## src/rtl/panel_seq_pkg.sv

```systemverilog
package panel_seq_pkg;

  typedef enum logic [2:0] {
    S_IDLE,
    S_HDR_TYPE,
    S_HDR_DELAY,
    S_HDR_LEN,
    S_SEND,
    S_WAIT
  } seq_state_t;

  // Required length for short-write types, 0 when the type is not short.
  function automatic logic [7:0] short_len(input logic [7:0] dt);
    case (dt)
      8'h03, 8'h05:        short_len = 8'd1;
      8'h13, 8'h15, 8'h07: short_len = 8'd2;
      8'h23:               short_len = 8'd3;
      default:             short_len = 8'd0;
    endcase
  endfunction

  function automatic logic len_mismatch(input logic [7:0] dt, input logic [7:0] len);
    logic [7:0] need;
    need = short_len(dt);
    len_mismatch = (need != 8'd0) && (need != len);
  endfunction

  // Bytes remaining between a pointer and the list limit.
  function automatic int unsigned room_left(input int unsigned ptr, input int unsigned lim);
    room_left = (lim > ptr) ? (lim - ptr) : 0;
  endfunction

endpackage

```

## src/rtl/panel_ms_tick.sv

```systemverilog
module panel_ms_tick #(
  parameter int unsigned CLK_HZ = 100_000_000
) (
  input  logic clk,
  input  logic rst_n,
  input  logic enable,
  output logic tick
);
  localparam int unsigned TICKS = CLK_HZ / 1000;
  localparam int unsigned CW    = (TICKS > 2) ? $clog2(TICKS) : 1;

  logic [CW-1:0] count;

  assign tick = enable && (count == CW'(TICKS - 1));

  always_ff @(posedge clk or negedge rst_n) begin
    if (!rst_n)       count <= '0;
    else if (!enable) count <= '0;
    else if (tick)    count <= '0;
    else              count <= count + 1'b1;
  end
endmodule

```

## src/rtl/panel_list_bounds.sv

```systemverilog
module panel_list_bounds #(
  parameter int unsigned ADDR_W  = 8,
  parameter int unsigned UP_BASE = 0,
  parameter int unsigned UP_LEN  = 64,
  parameter int unsigned DN_BASE = 128,
  parameter int unsigned DN_LEN  = 64
) (
  input  logic            sel_down,
  output logic [ADDR_W:0] base,
  output logic [ADDR_W:0] limit
);
  localparam logic [ADDR_W:0] UP_LO = (ADDR_W+1)'(UP_BASE);
  localparam logic [ADDR_W:0] UP_HI = (ADDR_W+1)'(UP_BASE + UP_LEN);
  localparam logic [ADDR_W:0] DN_LO = (ADDR_W+1)'(DN_BASE);
  localparam logic [ADDR_W:0] DN_HI = (ADDR_W+1)'(DN_BASE + DN_LEN);

  assign base  = sel_down ? DN_LO : UP_LO;
  assign limit = sel_down ? DN_HI : UP_HI;
endmodule

```

## src/rtl/panel_seq_core.sv

```systemverilog
module panel_seq_core
  import panel_seq_pkg::*;
#(
  parameter int unsigned ADDR_W = 8
) (
  input  logic              clk,
  input  logic              rst_n,
  input  logic              start,
  input  logic [ADDR_W:0]   list_base,
  input  logic [ADDR_W:0]   list_limit,
  input  logic              tick,
  output logic [ADDR_W-1:0] rom_addr,
  input  logic [7:0]        rom_data,
  output logic              pkt_valid,
  input  logic              pkt_ready,
  output logic [7:0]        pkt_dtype,
  output logic [15:0]       pkt_wc,
  output logic [7:0]        pkt_byte,
  output logic              pkt_last,
  output logic              busy,
  output logic              done,
  output logic              err,
  output logic              wait_active,
  output logic              hdr_fault,
  output logic [ADDR_W:0]   cur_limit
);
  seq_state_t      st;
  logic [ADDR_W:0] ptr, lim;
  logic [7:0]      dtype_q, delay_q, len_q, left_q;
  logic [ADDR_W:0] avail, body_room;
  logic            at_end, hdr_short, body_over, bad_len;

  assign avail     = lim - ptr;
  assign body_room = avail - 1'b1;
  assign at_end    = (ptr == lim);
  assign hdr_short = !at_end && (avail < (ADDR_W+1)'(3));
  assign body_over = ((ADDR_W+1)'(rom_data) > body_room);
  assign bad_len   = len_mismatch(dtype_q, rom_data);

  assign hdr_fault = ((st == S_HDR_TYPE) && hdr_short) ||
                     ((st == S_HDR_LEN) && (body_over || bad_len));

  assign wait_active = (st == S_WAIT) && (delay_q != 8'd0);
  assign cur_limit   = lim;

  assign rom_addr  = ptr[ADDR_W-1:0];
  assign pkt_valid = (st == S_SEND);
  assign pkt_dtype = dtype_q;
  assign pkt_wc    = {8'd0, len_q};
  assign pkt_byte  = rom_data;
  assign pkt_last  = (st == S_SEND) && (left_q == 8'd1);
  assign busy      = (st != S_IDLE);

  always_ff @(posedge clk or negedge rst_n) begin
    if (!rst_n) begin
      st      <= S_IDLE;
      ptr     <= '0;
      lim     <= '0;
      dtype_q <= '0;
      delay_q <= '0;
      len_q   <= '0;
      left_q  <= '0;
      done    <= 1'b0;
      err     <= 1'b0;
    end else begin
      done <= 1'b0;
      case (st)
        S_IDLE: begin
          if (start) begin
            ptr <= list_base;
            lim <= list_limit;
            err <= 1'b0;
            st  <= S_HDR_TYPE;
          end
        end
        S_HDR_TYPE: begin
          if (at_end) begin
            done <= 1'b1;
            st   <= S_IDLE;
          end else if (hdr_fault) begin
            err <= 1'b1;
            st  <= S_IDLE;
          end else begin
            dtype_q <= rom_data;
            ptr     <= ptr + 1'b1;
            st      <= S_HDR_DELAY;
          end
        end
        S_HDR_DELAY: begin
          delay_q <= rom_data;
          ptr     <= ptr + 1'b1;
          st      <= S_HDR_LEN;
        end
        S_HDR_LEN: begin
          if (hdr_fault) begin
            err <= 1'b1;
            st  <= S_IDLE;
          end else begin
            len_q  <= rom_data;
            left_q <= rom_data;
            ptr    <= ptr + 1'b1;
            st     <= (rom_data == 8'd0) ? S_WAIT : S_SEND;
          end
        end
        S_SEND: begin
          if (pkt_ready) begin
            ptr    <= ptr + 1'b1;
            left_q <= left_q - 1'b1;
            if (left_q == 8'd1) st <= S_WAIT;
          end
        end
        S_WAIT: begin
          if (delay_q == 8'd0)  st      <= S_HDR_TYPE;
          else if (tick)        delay_q <= delay_q - 1'b1;
        end
        default: st <= S_IDLE;
      endcase
    end
  end
endmodule

```

## src/rtl/panel_init_player.sv

```systemverilog
module panel_init_player #(
  parameter int unsigned ADDR_W  = 8,
  parameter int unsigned CLK_HZ  = 100_000_000,
  parameter int unsigned UP_BASE = 0,
  parameter int unsigned UP_LEN  = 64,
  parameter int unsigned DN_BASE = 128,
  parameter int unsigned DN_LEN  = 64
) (
  input  logic              clk,
  input  logic              rst_n,
  input  logic              start,
  input  logic              sel_down,
  output logic [ADDR_W-1:0] rom_addr,
  input  logic [7:0]        rom_data,
  output logic              pkt_valid,
  input  logic              pkt_ready,
  output logic [7:0]        pkt_dtype,
  output logic [15:0]       pkt_wc,
  output logic [7:0]        pkt_byte,
  output logic              pkt_last,
  output logic              busy,
  output logic              done,
  output logic              err
);
  logic [ADDR_W:0] list_base, list_limit, cur_limit;
  logic            ms_tick, wait_active, hdr_fault, start_taken;

  assign start_taken = start && !busy;

  panel_list_bounds #(
    .ADDR_W(ADDR_W), .UP_BASE(UP_BASE), .UP_LEN(UP_LEN),
    .DN_BASE(DN_BASE), .DN_LEN(DN_LEN)
  ) u_bounds (
    .sel_down(sel_down),
    .base    (list_base),
    .limit   (list_limit)
  );

  panel_ms_tick #(.CLK_HZ(CLK_HZ)) u_tick (
    .clk   (clk),
    .rst_n (rst_n),
    .enable(wait_active),
    .tick  (ms_tick)
  );

  panel_seq_core #(.ADDR_W(ADDR_W)) u_core (
    .clk        (clk),
    .rst_n      (rst_n),
    .start      (start_taken),
    .list_base  (list_base),
    .list_limit (list_limit),
    .tick       (ms_tick),
    .rom_addr   (rom_addr),
    .rom_data   (rom_data),
    .pkt_valid  (pkt_valid),
    .pkt_ready  (pkt_ready),
    .pkt_dtype  (pkt_dtype),
    .pkt_wc     (pkt_wc),
    .pkt_byte   (pkt_byte),
    .pkt_last   (pkt_last),
    .busy       (busy),
    .done       (done),
    .err        (err),
    .wait_active(wait_active),
    .hdr_fault  (hdr_fault),
    .cur_limit  (cur_limit)
  );
endmodule

```

## config.mk

```make
export PLATFORM = sky130hd
export DESIGN_NAME = panel_init_player
export DESIGN_NICKNAME = d
export VERILOG_FILES = /design/src/rtl/panel_seq_pkg.sv /design/src/rtl/panel_ms_tick.sv /design/src/rtl/panel_list_bounds.sv /design/src/rtl/panel_seq_core.sv /design/src/rtl/panel_init_player.sv
export SDC_FILE = /design/constraint.sdc
export NUM_CORES = 1
export LEC_CHECK = 0
export BUFFER_PORTS_ARGS = -buffer_cell sky130_fd_sc_hd__buf_2
export CORE_AREA = 3 3 110 112
export CTS_CLUSTER_DIAMETER = 150
export DETAILED_ROUTE_END_ITERATION = 6
export DIE_AREA = 0 0 113 115
export HOLD_SLACK_MARGIN = 0.08
export PLACE_DENSITY_LB_ADDON = 0.1
export SYNTH_ARGS = -nofsm -noshare
export SYNTH_HDL_FRONTEND = slang
export SYNTH_HIERARCHICAL = 1
export SYNTH_SLANG_ARGS = --single-unit
```

## constraint.sdc

```tcl
create_clock -name clk -period 4.9 [get_ports clk]
set_clock_uncertainty 0.2 [all_clocks]
set_input_delay 0.49 -clock clk [delete_from_list [all_inputs] [get_ports clk]]
set_output_delay 0.49 -clock clk [all_outputs]
set_load 0.005 [all_outputs]
```

* Word level (Yosys, flattened, before mapping)
Cells that the tools add are included. Widths: inputs -> output; s select.
Storage, ports and cells: word-level logic and storage cells 106, output and inout port bits 45, bits of input ports 13, bits in registers 72
Cells by class: mux-type cells 31, $lt $le $gt $ge 2, eq/ne operators 23, bitwise gates (word level) 2, reductions and logical operators 32, add/subtract/negate cells 6
Operator list (number):
- $mux 8 | 6
- $pmux 9 s5 | 1
- $mux 9 | 4
- $mux 17 | 2
- $pmux 8 s2 | 2
- $mux 3 | 6
- $pmux 3 s6 | 1
- $add 17x1->17 const B | 1
- $eq 17x17->1 const B | 1
- $eq 8x3->1 const B | 2
- $eq 8x5->1 const B | 2
- $logic_not 8->1 | 2
- $reduce_bool 8->1 | 2
- $sub 8x1->8 const B | 2
- $ne 2x2->1 const B | 6
- $reduce_and 3->1 | 4
- $add 9x1->9 const B | 1
- $eq 9x9->1 | 1
- $gt 8x9->1 | 1
- $lt 9x2->1 const B | 1
- $sub 9x1->9 const B | 1
- $sub 9x9->9 | 1
- $eq 8x1->1 const B | 1
- $eq 8x2->1 const B | 1
- 22 further kinds | 44

* Longest topological paths before layout
word-level depth 11, mapped depth 18, mapped depth without buffers 17

* Modules after synthesis
The synthesis kept the hierarchy.
By module, submodules not included:
- panel_seq_core | seq. area each 1376.3 um^2, cells each 459, area each 4090.2 um^2, times used 1
- panel_ms_tick | seq. area each 425.4 um^2, cells each 85, area each 858.3 um^2, times used 1
- panel_list_bounds | seq. area each 0.0 um^2, cells each 20, area each 142.6 um^2, times used 1
- panel_init_player | seq. area each 0.0 um^2, cells each 1, area each 13.8 um^2, times used 1

* Worst setup path before layout
No wires, ideal clock.
kind flip-flop to flip-flop, start reg u_core.ptr[3], end reg u_core.len_q[5], path buffers 1, slack 1015 ps, arrival 3558 ps, data required time 4573 ps, stages on the path, launching flop included 17, period minus slack after synthesis 3885 ps, setup time 127 ps, path through dfrtp_1 > inv_1 > ha_1 > o21ai_2 > a21o_1 > a311oi_2 > and4_4 > nor2b_1 > xnor2_1 > ha_1 > a211o_1 > nor4_1 > nor3_1 > a31o_4 > nor2_8 > buf_6 > mux2_1
On the way: longest elaborated chain between the ends 8, elaborated cells between the ends (all ways) 13, classes of those cells 2 x add/sub; 2 x order compare; 1 x eq/ne; 1 x bitwise; 7 x reduce/logical
Ends and longest elaborated chain:
- start: declaration | line panel_seq_core.sv:28 | logic [ADDR_W:0] ptr, lim;
- start signal: assignment | line panel_seq_core.sv:70 | ptr <= list_base;
- start signal: assignment | line panel_seq_core.sv:85 | ptr <= ptr + 1'b1;
- start signal: assignment | line panel_seq_core.sv:91 | ptr <= ptr + 1'b1;
- $sub 9x9->9 | line panel_seq_core.sv:33 | assign avail = lim - ptr;
- $sub 9x1->9 | line panel_seq_core.sv:34 | assign body_room = avail - 1'b1;
- $gt 8x9->1 | line panel_seq_core.sv:37 | assign body_over = ((ADDR_W+1)'(rom_data) > body_room);
- $logic_or 1x1->1 | line panel_seq_core.sv:41 | ((st == S_HDR_LEN) && (body_over || bad_len));
- $logic_and 1x1->1 | line panel_seq_core.sv:41
- $logic_or 1x1->1 (*) | line panel_seq_core.sv:40 | assign hdr_fault = ((st == S_HDR_TYPE) && hdr_short) ||
- $not 1->1 (no source line) (*)
- $reduce_and 2->1 (no source line) (*)
- end signal: assignment | line panel_seq_core.sv:99 | len_q <= rom_data;
- end: declaration | line panel_seq_core.sv:29 | logic [7:0] dtype_q, delay_q, len_q, left_q;
Mark *: on every way between the ends. The rest lies on a longest branch, timed or not. A chain may end at the register's enable or synchronous reset.

* Worst setup path after layout
start reg u_core.ptr[1], end reg u_core.len_q[7]
The elaborated chain is that of the path after synthesis.

==> out/metrics.yaml <==
logic_synthesis:
  synth.yosys.seq_area_share_pct: 35.3
  ys_ff_latch: 72
  synthCells: 565
  yosys.cell_types.count: 71
  yosysWarnings: 6
  async_flop_share_pct: 100
  synth_ff_type: "dfrtp_1"
  synth-edff-count: 0
  syn_area_per_cell_sq_um: 9.04
  synth_area_sq_um: 5100
worst_setup_path:
  slowest_delay_ns: 0.43
  reg2reg_depth: 15
  crit_buf_inv: 1
  reg2reg_from: "u_core/ptr[1]$_DFFE_PN0P_"
  crit_arrival_ns: 4.33
  critical-path-top-delay-family: "simple AND/OR/NAND/NOR gates"
  crit_fanout: 16
  cp_slowest_cell: "xnor2_1"
  cp_cell_sequence: "inv_1 -> ha_1 -> nand2b_1 -> a21oi_1 -> xnor2_1 -> and4_4 -> nor2b_1 -> xnor2_1 -> ha_1 -> a211o_1 -> nor4_1 -> nor3_1 -> a31o_4 -> nor2_8 -> mux2_2"
  endpoint_kind: "flip-flop"
  start_kind: "flip-flop"
  path_class: "flip-flop to flip-flop"
  required_ns: 4.93
  rrSetupSlack_ns: 0.59
  worstReg2RegEnd: "u_core/len_q[7]$_DFFE_PN0P_"
cts:
  h-tree-depth: 3
  cts_buffers: 9
  cts_hold_buf: 0
  clockRootBuffer: "clkbuf_16"
  cts_sinks: 72
  cts.clk_slew.worst_paths_ns: 0.06
  worstSkewPairLatency_ns: 0.34
  cts_tree: "built"
  cts_resized: 0
  postCtsSetupBuffers: 0
  clockBufferDepth: 2
grt:
  overflow: 0
  grt_pass1_vias: 4022
  gr-usage-all-layers_pct: 19.6
  antenna_found_initial: 0
  grt_pass1_wl_um: 20300
  grt_max_degree: 73
floorplan:
  rows: 39
  io_pins: 58
  fp.dieH_um: 115
  die-area_sq_um: 13000
  core_sq_um: 11300
  die_w_um: 113
  start_util_pct: 45.1
timing:
  maxSlewHeadroom_pct: 36.7
  fin_setup_tns_ns: 0
  fmax_mhz: 232
  whs_ns: 0.100
  timing.final.crit_share_pct: 87.9
  max_slew.worst_pin.slew_ns: 0.949
  drv_slew: 0
  rsz0062_at_grt: "false"
  fin_ws_ns: 0.594
  post-route-min-period_ns: 4.31
  setup_viol: 0
  hold_viol: 0
final_layout:
  num-fill-cells: 1107
  final_nets: 620
  syn_to_final_growth_pct: 7.60
  drive_above_1_share_pct: 17.5
  final_common_cell: "dfrtp_1"
  final_cell_mix: "dfrtp_1, nor2_1, buf_2, a21oi_1, nand2_1"
  num_antenna_cells: 0
power_and_ir_drop:
  p_sw_uw: 2060
  vdd_drop_max_uv: 458
  switching_share_pct: 46.3
  internal-power_uw: 2400
  clockPowerShare_pct: 16.0
  p_leak_uw: 0.00235
  power_frac_comb_pct: 60.5
  power_density_nw_per_um2: 813
  pwr-share-seq_pct: 23.5
  power.total_uw: 4460
placement:
  port_buffers: 49
  preCtsSetupSlack_ns: 0.628
  gp_congestion: 0.857
  dp_hpwl_um: 8600
job:
  cap_violations: 0
detailed_routing:
  antenna_left: 0
  viasPerCell: 5.63
  num_vias: 4118
  wire_per_inst_um: 16.6
  drt_iter0_drc: 212
  drt_wl_total_um: 12100
  firstDrtPassIters: 5
  drc_errors: 0
hold_path:
  hp-class: "input port to async pin"
outcome:
  outcome: "finished, final reports clean"
==> synthesized netlist by cell type, types with 3 or more instances <==
library cell / count / area, sq um
a211oi_1: 11 / 82.6
ha_1: 23 / 288
nand4b_1: 3 / 26.3
buf_4: 42 / 315
inv_1: 27 / 101
conb_1: 3 / 11.3
xnor2_1: 7 / 61.3
or3_1: 7 / 43.8
nor2b_1: 5 / 31.3
clkbuf_1: 10 / 37.5
nor2_1: 59 / 221
mux2_2: 18 / 203
nand3b_1: 4 / 30.0
and2_1: 3 / 18.8
dfrtp_1: 72 / 1800
o31a_1: 3 / 26.3
a31oi_1: 7 / 43.8
nand4_1: 12 / 75.1
a221o_1: 3 / 30.0
nand2_1: 34 / 128
nand3_1: 18 / 90.1
nor3_1: 18 / 90.1
buf_6: 5 / 56.3
o21ai_0: 30 / 150
a21oi_1: 35 / 175
nor3b_1: 7 / 52.6
and4_1: 4 / 35.0
buf_2: 5 / 25.0
xor2_1: 17 / 149
nor4_1: 8 / 50.1
mux2_1: 6 / 67.6
o22ai_1: 9 / 56.3
==> worst max path at each step <==
stage,to,from,depth (start not counted)
after CTS,u_core/len_q[3]$_DFFE_PN0P_,u_core/ptr[1]$_DFFE_PN0P_,15
after global routing,u_core/len_q[1]$_DFFE_PN0P_,u_core/ptr[2]$_DFFE_PN0P_,15
after detailed placement,u_core/len_q[3]$_DFFE_PN0P_,u_core/ptr[1]$_DFFE_PN0P_,15
after floorplan,u_core/len_q[5]$_DFFE_PN0P_,u_core/ptr[3]$_DFFE_PN0P_,16
final,u_core/len_q[7]$_DFFE_PN0P_,u_core/ptr[1]$_DFFE_PN0P_,15
after global placement,u_core/len_q[3]$_DFFE_PN0P_,u_core/ptr[3]$_DFFE_PN0P_,15
==> flip-flops by register name, summed over array words and instances (netlist names) <==
signal and count:
u_core/cur_limit 9, u_core/delay_q 8, u_core/done 1, u_core/err 1, u_core/left_q 8, u_core/len_q 8, u_core/pkt_dtype 8, u_core/ptr 9
u_core/st 3, u_tick/count 17
==> routing by layer <==
| layer | GRT usage (%) | part of all wire (%) | vias up |
|---|---|---|---|
| li1 | - | - | 2009 |
| met1 | 25.8 | 46 | 1978 |
| met2 | 31.7 | 46 | 111 |
| met3 | 3.84 | 5.3 | 20 |
| met4 | 8.33 | 2.5 | 0 |
| met5 | 0 | 0 | - |
==> layout make-up <==
class                      instances  area (sq um)  share of cell area, %
multi-input combinational        424          2840                   51.7
sequential                        72          1800                   32.8
timing repair buffer              49           248                   4.51
clock buffer                      10           229                   4.17
tap                              143           179                   3.26
inverter                          27           101                   1.85
clock inverter                     6          92.6                   1.69
==> power groups by stage <==
stage	combinational [uW]	sequential, uW	clock (uW)
2_1_floorplan	2220	996	0
3_3_place_gp	2620	1050	0
3_5_place_dp	2680	1060	0
4_1_cts	2690	1050	736
5_1_grt	3020	1090	762
6_report	2700	1050	713
==> cells by family (layout without fill, tap and decap cells) <==
logic type / count (synthesis) / in the layout / share of synthesized area [%]
mux: 26 / 26 / 5.69
simple gates: 204 / 204 / 21.6
flops: 72 / 72 / 35.3
other cells: 3 / 24 / 0.221
xor+xnor: 25 / 25 / 4.44
compound gates: 121 / 121 / 16.1
buf+inv: 90 / 92 / 10.6
fa+ha+maj: 24 / 24 / 6.03
==> metrics by stage <==
| stage | std cells | area, sq um | utilization [%] |
|---|---|---|---|
| floorplan | 586 | 5180 | - |
| global route | 731 | 5490 | 48.5 |
| global placement | 715 | 5170 | 45.7 |
| detailed placement | 715 | 5170 | 45.7 |
| CTS | 731 | 5490 | 48.5 |
| finish | 731 | 5490 | 48.5 |
==> worst reg2reg max path, stage by stage, from the launching register on <==
cell,delay [ns]
dfrtp_1,0.40
inv_1,0.16
ha_1,0.27
nand2b_1,0.17
a21oi_1,0.11
xnor2_1,0.43
and4_4,0.35
nor2b_1,0.16
xnor2_1,0.08
ha_1,0.19
a211o_1,0.28
nor4_1,0.30
nor3_1,0.13
a31o_4,0.32
nor2_8,0.27
mux2_2,0.37
(Power assumes the default switching activity.)
